`src/rtl/lcd_init_seq.sv`:
```
module lcd_init_seq #(
  parameter int STEP_W = 6,
  parameter int WAIT_W = 8
) (
  input  logic       clk,
  input  logic       rst_n,
  input  logic       start,
  input  logic       tick_1ms,
  input  logic       out_ready,
  output logic       out_valid,
  output logic       out_dc,
  output logic [7:0] out_byte,
  output logic       done
);
  localparam int NUM_STEPS = 36;
  localparam logic [1:0] K_CMD  = 2'd0;
  localparam logic [1:0] K_PAR  = 2'd1;
  localparam logic [1:0] K_WAIT = 2'd2;

  function automatic logic [9:0] script(input logic [STEP_W-1:0] idx);
    case (int'(idx))
      0:  script = {K_CMD,  8'hC1};
      1:  script = {K_PAR,  8'hFF};
      2:  script = {K_PAR,  8'h83};
      3:  script = {K_PAR,  8'h40};
      4:  script = {K_CMD,  8'h11};
      5:  script = {K_WAIT, 8'd150};
      6:  script = {K_CMD,  8'hCA};
      7:  script = {K_PAR,  8'h70};
      8:  script = {K_PAR,  8'h00};
      9:  script = {K_PAR,  8'hD9};
      10: script = {K_CMD,  8'hB0};
      11: script = {K_PAR,  8'h01};
      12: script = {K_PAR,  8'h11};
      13: script = {K_CMD,  8'hC9};
      14: script = {K_PAR,  8'h90};
      15: script = {K_PAR,  8'h49};
      16: script = {K_PAR,  8'h10};
      17: script = {K_PAR,  8'h28};
      18: script = {K_PAR,  8'h28};
      19: script = {K_PAR,  8'h10};
      20: script = {K_PAR,  8'h00};
      21: script = {K_PAR,  8'h06};
      22: script = {K_WAIT, 8'd20};
      23: script = {K_CMD,  8'hB5};
      24: script = {K_PAR,  8'h35};
      25: script = {K_PAR,  8'h20};
      26: script = {K_PAR,  8'h45};
      27: script = {K_CMD,  8'hB4};
      28: script = {K_PAR,  8'h33};
      29: script = {K_PAR,  8'h25};
      30: script = {K_PAR,  8'h4C};
      31: script = {K_WAIT, 8'd10};
      32: script = {K_CMD,  8'h3A};
      33: script = {K_PAR,  8'h55};
      34: script = {K_CMD,  8'h29};
      35: script = {K_WAIT, 8'd10};
      default: script = {K_WAIT, 8'd0};
    endcase
  endfunction

  logic [STEP_W-1:0] step;
  logic              pausing;
  logic [WAIT_W-1:0] remain;

  logic [9:0]        entry;
  logic [1:0]        kind;
  logic [WAIT_W-1:0] span;
  logic              at_end;

  assign entry  = script(step);
  assign kind   = entry[9:8];
  assign span   = WAIT_W'(entry[7:0]);
  assign at_end = (step == STEP_W'(NUM_STEPS));

  assign out_valid = !at_end && (kind != K_WAIT);
  assign out_dc    = (kind == K_PAR);
  assign out_byte  = entry[7:0];
  assign done      = at_end;

  always_ff @(posedge clk) begin
    if (!rst_n || start) begin
      step    <= '0;
      pausing <= 1'b0;
      remain  <= '0;
    end else if (!at_end) begin
      if (pausing) begin
        if (tick_1ms) begin
          if (remain <= WAIT_W'(1)) begin
            pausing <= 1'b0;
            step    <= step + 1'b1;
          end else begin
            remain <= remain - 1'b1;
          end
        end
      end else if (kind == K_WAIT) begin
        if (span == '0 || (tick_1ms && span == WAIT_W'(1))) begin
          step <= step + 1'b1;
        end else begin
          pausing <= 1'b1;
          remain  <= span - WAIT_W'(tick_1ms);
        end
      end else if (out_ready) begin
        step <= step + 1'b1;
      end
    end
  end
endmodule

```
`config.mk`:
```
export PLATFORM = sky130hd
export DESIGN_NAME = lcd_init_seq
export DESIGN_NICKNAME = d
export VERILOG_FILES = /design/src/rtl/lcd_init_seq.sv
export SDC_FILE = /design/constraint.sdc
export NUM_CORES = 1
export LEC_CHECK = 0
export CORE_MARGIN = 10
export CORE_UTILIZATION = 50
export DETAILED_ROUTE_END_ITERATION = 10
export GPL_ROUTABILITY_DRIVEN = 0
export PLACE_DENSITY_LB_ADDON = 0.3
export SLEW_MARGIN = 0
export SYNTH_ARGS = -nofsm -noshare
export SYNTH_HDL_FRONTEND = slang
export SYNTH_SLANG_ARGS = --single-unit
```
`constraint.sdc`:
```
create_clock -name clk -period 7.75 [get_ports clk]
set_input_delay 1.55 -clock clk [delete_from_list [all_inputs] [get_ports clk]]
set_output_delay 1.55 -clock clk [all_outputs]
set_load 0.005 [all_outputs]
```
==> key figures, run 1 <==
Status
  – Status: complete, no violations

Route
  – DRC viols: 0
  – Via count: 2177
  – Post-DR vias/cell: 6.37
  – Total wire length: 5800 um
  – DRT Pass-1 Iters: 5
  – DR WL/cell: 17.0 um
  – ANT nets after route: 0
  – Drt first-iter violations: 169

STA
  – # setup viols final: 0
  – Worst-Margin Slew: 0.724 ns
  – Clock Skews: 0.00473 ns
  – RSZ-0062 raised after global routing: no
  – Total negative slack: 0 ns
  – Max-slew headroom: 51.5%
  – Fin. Hold Viols: 0
  – Achievable frequency: 201 MHz
  – Minimum clock period: 4.99 ns
  – Final period util: 64.3%
  – Slew Limit Fails: 0

CTS
  – Clock Latency Late Sink: 0.28 ns
  – Postcts setup bufs: 0
  – Clock Tree Buf Depth: 2
  – Clock slew seen by the registers of the worst setup and hold paths: 0.10 ns
  – Hold_buf cts: 0
  – CTS sink count: 25
  – TritonCTS clock tree: done
  – CTS H-Tree Depth: 1
  – CTS Buf Count: 3
  – Clock Tree Root: clkbuf_8
  – CTS resizes: 0

Worst setup path
  – WP data arrival: 5.18 ns
  – RR Endpoint: entry[5]
  – Nature of the critical path endpoint: flip-flop
  – Critical path class: primary input to flip-flop
  – Critical path launch point type: primary input
  – Setup crit start: tick_1ms
  – Worst flop-to-flop path startpoint: remain[0]
  – Critical Path Sink: entry[5]
  – Reg-to-reg slack, setup: 3.73 ns
  – Crit-path max FO: 8
  – Worst EP required: 7.95 ns
  – Reg2reg path depth: 14

Synthesis
  – Async S/R FF share, synth: 0%
  – EDFF count, synth: 0
  – Yosys warnings: 0
  – Post-synthesis sequential area ratio: 22.0%
  – Post-synthesis cell count: 295
  – Average size of a mapped cell: 7.71 um2
  – Distinct cell type count after synthesis: 60
  – Flops & latches, synth: 25
  – Ys flop type: dfxtp_1
  – Syn_nets: 314
  – Mapped Area: 2270 um2

Power
  – Maximum vdd drop: 61.8 uV
  – Power Dens Cells: 105 nW/um2
  – Leak: 0.939 nW

Hold path
  – Worst hold path class: flip-flop to flip-flop

Floorplan
  – Die area: 7650 um2
  – DIE HEIGHT: 87.5 um
  – Starting density of the core: 51.9%
  – Row count: 24
  – Core area: 4380 um2
  – I/O Pins: 16
  – Die width: 87.5 um

GRT
  – Total GRT Usage: 15.4%
  – Gr ovfl total: 0
  – Largest net degree at the start of global routing: 22
  – Vias in the first global route: 1920
  – First-pass GRT wire length: 9810 um
  – Initial antenna violation count: 0

Final layout
  – Non-Filler Instances: 342
  – Fin util: 54.3%
  – Synth-to-layout area growth: 4.73%
  – Share of cells above drive strength 1: 8.28%
  – Final #Nets: 310
  – Commonest non-fill, non-tap cells in the layout: 25 x nor2_1, 25 x nand2_1, 25 x dfxtp_1
  – ANT cells: 0

Run
  – Number of max-cap violations: 0

Place
  – Placed insts: 338
  – DP HPWL: 4380 um
  – Port bufs: 15
## worst min-delay path by stage
stage,from,to,slack [ns],cells after the start
finish,remain[1],remain[1],0.53,2
floorplan,remain[1],remain[1],0.46,2
detailed placement,remain[1],remain[1],0.51,2
CTS,remain[1],remain[1],0.54,2
global route,remain[1],remain[1],0.58,2
global placement,remain[1],remain[1],0.47,2
## area by class of cell
| type | count | area [um2] |
|---|---|---|
| repair buffers | 15 | 150 |
| multi-input cells | 227 | 1540 |
| clock buffers | 3 | 41.3 |
| clock inverters | 1 | 7.51 |
| inverters | 19 | 76.3 |
| well taps | 52 | 65.1 |
| flip-flops and latches | 25 | 500 |
| fillers | 423 | 2000 |
## metal layers
layer | vias up | share of wire, % | track usage (%)
met3 | 6 | 8.5 | 2.34
met1 | 1030 | 45 | 22.5
met2 | 97 | 45 | 22.4
met4 | 0 | 1.3 | 4.64
met5 | - | 0 | 0
li1 | 1044 | - | -
## worst max-delay path, cell delays in order
cell	delay [ns]
clkdlybuf4s50_1	0.49
nor2b_1	0.22
nor4b_4	0.08
o21bai_2	0.39
nor2_1	0.19
a21oi_1	0.53
nor2_1	0.22
inv_1	0.21
ha_1	0.34
nor3b_1	0.47
a21oi_1	0.08
o21a_1	0.20
o31ai_1	0.21
## state kept, by name, summed over array words and instances (netlist names)
| signal | cells |
|---|---|
| pausing | 1 |
| remain | 8 |
| entry | 10 |
| step | 6 |
## Yosys cell counts, types with 2 or more instances
cell type / n / area, um2
dfxtp_1: 25 / 500
nand2_1: 25 / 93.8
nor2_1: 25 / 93.8
a21oi_1: 21 / 105
inv_1: 16 / 60.1
nor3_1: 16 / 80.1
o21ai_0: 15 / 75.1
ha_1: 14 / 175
clkbuf_1: 11 / 41.3
buf_4: 9 / 67.6
nand3_1: 8 / 40.0
a22oi_1: 6 / 45.0
a31oi_1: 6 / 37.5
mux2i_1: 6 / 60.1
nor4_1: 6 / 37.5
and2_1: 5 / 31.3
nor2b_1: 5 / 31.3
or3_1: 5 / 31.3
xnor2_1: 5 / 43.8
xor2_1: 5 / 43.8
a211oi_1: 4 / 30.0
o21ai_1: 4 / 20.0
o31ai_1: 4 / 30.0
mux2_2: 3 / 33.8
nor3b_1: 3 / 22.5
o211ai_1: 3 / 22.5
and3_1: 2 / 12.5
buf_6: 2 / 22.5
inv_2: 2 / 7.51
nand3b_1: 2 / 15.0
nor3_4: 2 / 32.5
o31a_1: 2 / 17.5
## kinds of logic (layout without fill, tap and decap cells)
family / count (synthesis) / in the layout / share of synthesized area (%)
AND/OR/NAND/NOR: 112 / 112 / 27.0
AO/OA/AOI/OAI: 81 / 81 / 24.1
buffers and inverters: 43 / 38 / 10.2
flip-flops: 25 / 25 / 22.0
adder cells (fa/ha/maj): 14 / 14 / 7.70
XOR/XNOR: 10 / 10 / 3.85
multiplexers: 10 / 10 / 5.12
## where the power goes
group / leakage, nW / internal, W / switching, W / total, W
clock: 0.0217 / 0.0000365 / 0.0000454 / 0.0000819
sequential: 0.203 / 0.000131 / 0.00000306 / 0.000134
combinational: 0.715 / 0.0000150 / 0.0000190 / 0.0000340
total: 0.939 / 0.000182 / 0.0000674 / 0.000250
## stage by stage
stage	area, um2	hold slack (ns)	power (W)	setup WS [ns]
after global placement	2330	0.471	0.000170	2.68
after CTS	2380	0.535	0.000252	2.86
after floorplan	2270	0.457	0.000159	3.73
final	2380	0.532	0.000250	2.76
after detailed placement	2330	0.513	0.000170	2.58
after global routing	2380	0.577	0.000260	2.38
(Power assumes the default switching activity.)
==> run 2: changes to the inputs <==
clock period = 4.5 ns   (was 7.75 ns; I/O delays follow)
==> run 2 against run 1 <==
Effect of this change: routed wire length increased by 0.12%; critical path type unchanged; critical path depth unchanged; critical endpoint unchanged; global-route usage decreased by 0.23 points.
==> key figures, run 2 (synthesis gave the netlist of run 1 again) <==
Worst setup path
  – Setup crit start: tick_1ms
  – Reg2reg path depth: 14
  – Critical path class: primary input to flip-flop
  – WP data arrival: 4.31 ns
  – RR Endpoint: entry[5]
  – Critical Path Sink: entry[5]
  – Nature of the critical path endpoint: flip-flop
  – Reg-to-reg slack, setup: 0.59 ns
  – Crit-path max FO: 8
  – Critical path launch point type: primary input
  – Worst EP required: 4.70 ns
  – Worst flop-to-flop path startpoint: step[0]

Power
  – Maximum vdd drop: 132 uV
  – Leak: 0.952 nW
  – Power Dens Cells: 179 nW/um2

Route
  – DR WL/cell: 16.8 um
  – Post-DR vias/cell: 6.27
  – ANT nets after route: 0
  – Via count: 2162
  – Total wire length: 5810 um
  – DRC viols: 0
  – DRT Pass-1 Iters: 5
  – Drt first-iter violations: 295

CTS
  – Clock Latency Late Sink: 0.28 ns
  – Clock Tree Buf Depth: 2
  – Clock slew seen by the registers of the worst setup and hold paths: 0.09 ns
  – TritonCTS clock tree: done
  – Postcts setup bufs: 0
  – Hold_buf cts: 0
  – CTS resizes: 0
  – CTS sink count: 25
  – CTS Buf Count: 3
  – CTS H-Tree Depth: 1
  – Clock Tree Root: clkbuf_8

GRT
  – Vias in the first global route: 1904
  – Total GRT Usage: 15.2%
  – Largest net degree at the start of global routing: 22
  – First-pass GRT wire length: 9610 um
  – Initial antenna violation count: 0
  – Gr ovfl total: 0

Floorplan
  – Die area: 7650 um2
  – Core area: 4380 um2
  – I/O Pins: 16
  – Row count: 24
  – Starting density of the core: 51.9%
  – Die width: 87.5 um
  – DIE HEIGHT: 87.5 um

STA
  – Slew Limit Fails: 0
  – Total negative slack: 0 ns
  – Minimum clock period: 4.11 ns
  – # setup viols final: 0
  – Max-slew headroom: 52.1%
  – Clock Skews: 0.00328 ns
  – Fin. Hold Viols: 0
  – Final period util: 91.4%
  – RSZ-0062 raised after global routing: no
  – Worst-Margin Slew: 0.717 ns
  – Achievable frequency: 243 MHz

Place
  – Placed insts: 341
  – DP HPWL: 4370 um
  – Placed cell area: 2360 um2
  – Port bufs: 15

Final layout
  – Number of flip-flops in the largest register: 10
  – Post-route design area: 2400 um2
  – Final #Nets: 313
  – ANT cells: 0
  – Area of the multi-input gates: 1540 um2
  – Synth-to-layout area growth: 5.72%
  – Commonest non-fill, non-tap cells in the layout: 25 x nor2_1, 25 x nand2_1, 25 x dfxtp_1
  – Share of cells above drive strength 1: 9.22%
  – Non-Filler Instances: 345
  – Fill count: 428
  – Register Area: 500 um2

Status
  – Status: complete, no violations

Run
  – Number of max-cap violations: 0

Hold path
  – Worst hold path class: flip-flop to flip-flop
[run 2: cell count changes in the layout (fill, tap and decap cells not counted)]
cell   previous run  this run
buf_4             0         3
[run 2: power by group]
part / switching, W / total, W / leakage [nW] / internal (W)
sequential: 0.00000531 / 0.000231 / 0.203 / 0.000225
clock: 0.0000788 / 0.000142 / 0.0217 / 0.0000630
combinational: 0.0000316 / 0.0000573 / 0.728 / 0.0000257
total: 0.000116 / 0.000430 / 0.952 / 0.000314
[run 2: metal layers]
| layer | track usage [%] | vias to the layer above | part of all wire [%] | wire length, um |
|---|---|---|---|---|
| met1 | 21.5 | 1004 | 48 | 2770 |
| met3 | 3.00 | 6 | 8.3 | 481 |
| met5 | 0 | - | 0 | 0 |
| li1 | - | 1056 | - | - |
| met4 | 4.49 | 0 | 1.2 | 67 |
| met2 | 22.4 | 96 | 43 | 2500 |
[run 2: worst max-delay path: stages]
cell and delay [ns]:
clkdlybuf4s50_1 0.49, nor2b_1 0.24, nor4b_4 0.08, o21bai_2 0.37
nor2_1 0.17, a21oi_1 0.42, nor2_1 0.19, inv_1 0.21
ha_1 0.30, nor3b_1 0.45, a21oi_1 0.09, o21a_1 0.20
o31ai_1 0.20
[run 2: stage by stage]
stage | setup slack (ns) | total power (W) | hold WS (ns) | util (%)
floorplan | 1.10 | 0.000274 | 0.457 | -
global placement | 0.358 | 0.000292 | 0.480 | 53.7
detailed placement | 0.154 | 0.000292 | 0.494 | 53.7
CTS | 0.450 | 0.000432 | 0.519 | 54.9
global route | 0.0140 | 0.000446 | 0.586 | 54.9
finish | 0.387 | 0.000430 | 0.512 | 54.9
[run 2: area by class of cell]
class | instances | area share (%)
multi-input cells | 227 | 64.1
flip-flops and latches | 25 | 20.8
repair buffers | 18 | 7.18
inverters | 19 | 3.17
well taps | 52 | 2.71
clock buffers | 3 | 1.72
clock inverters | 1 | 0.312
[run 2: worst min path at each step]
stage	start	end	slack, ns	cells past startpoint
floorplan	remain[1]	remain[1]	0.46	2
global placement	remain[1]	remain[1]	0.48	2
detailed placement	remain[1]	remain[1]	0.49	2
CTS	remain[1]	remain[1]	0.52	2
global route	remain[7]	remain[7]	0.59	1
finish	remain[1]	remain[1]	0.51	2
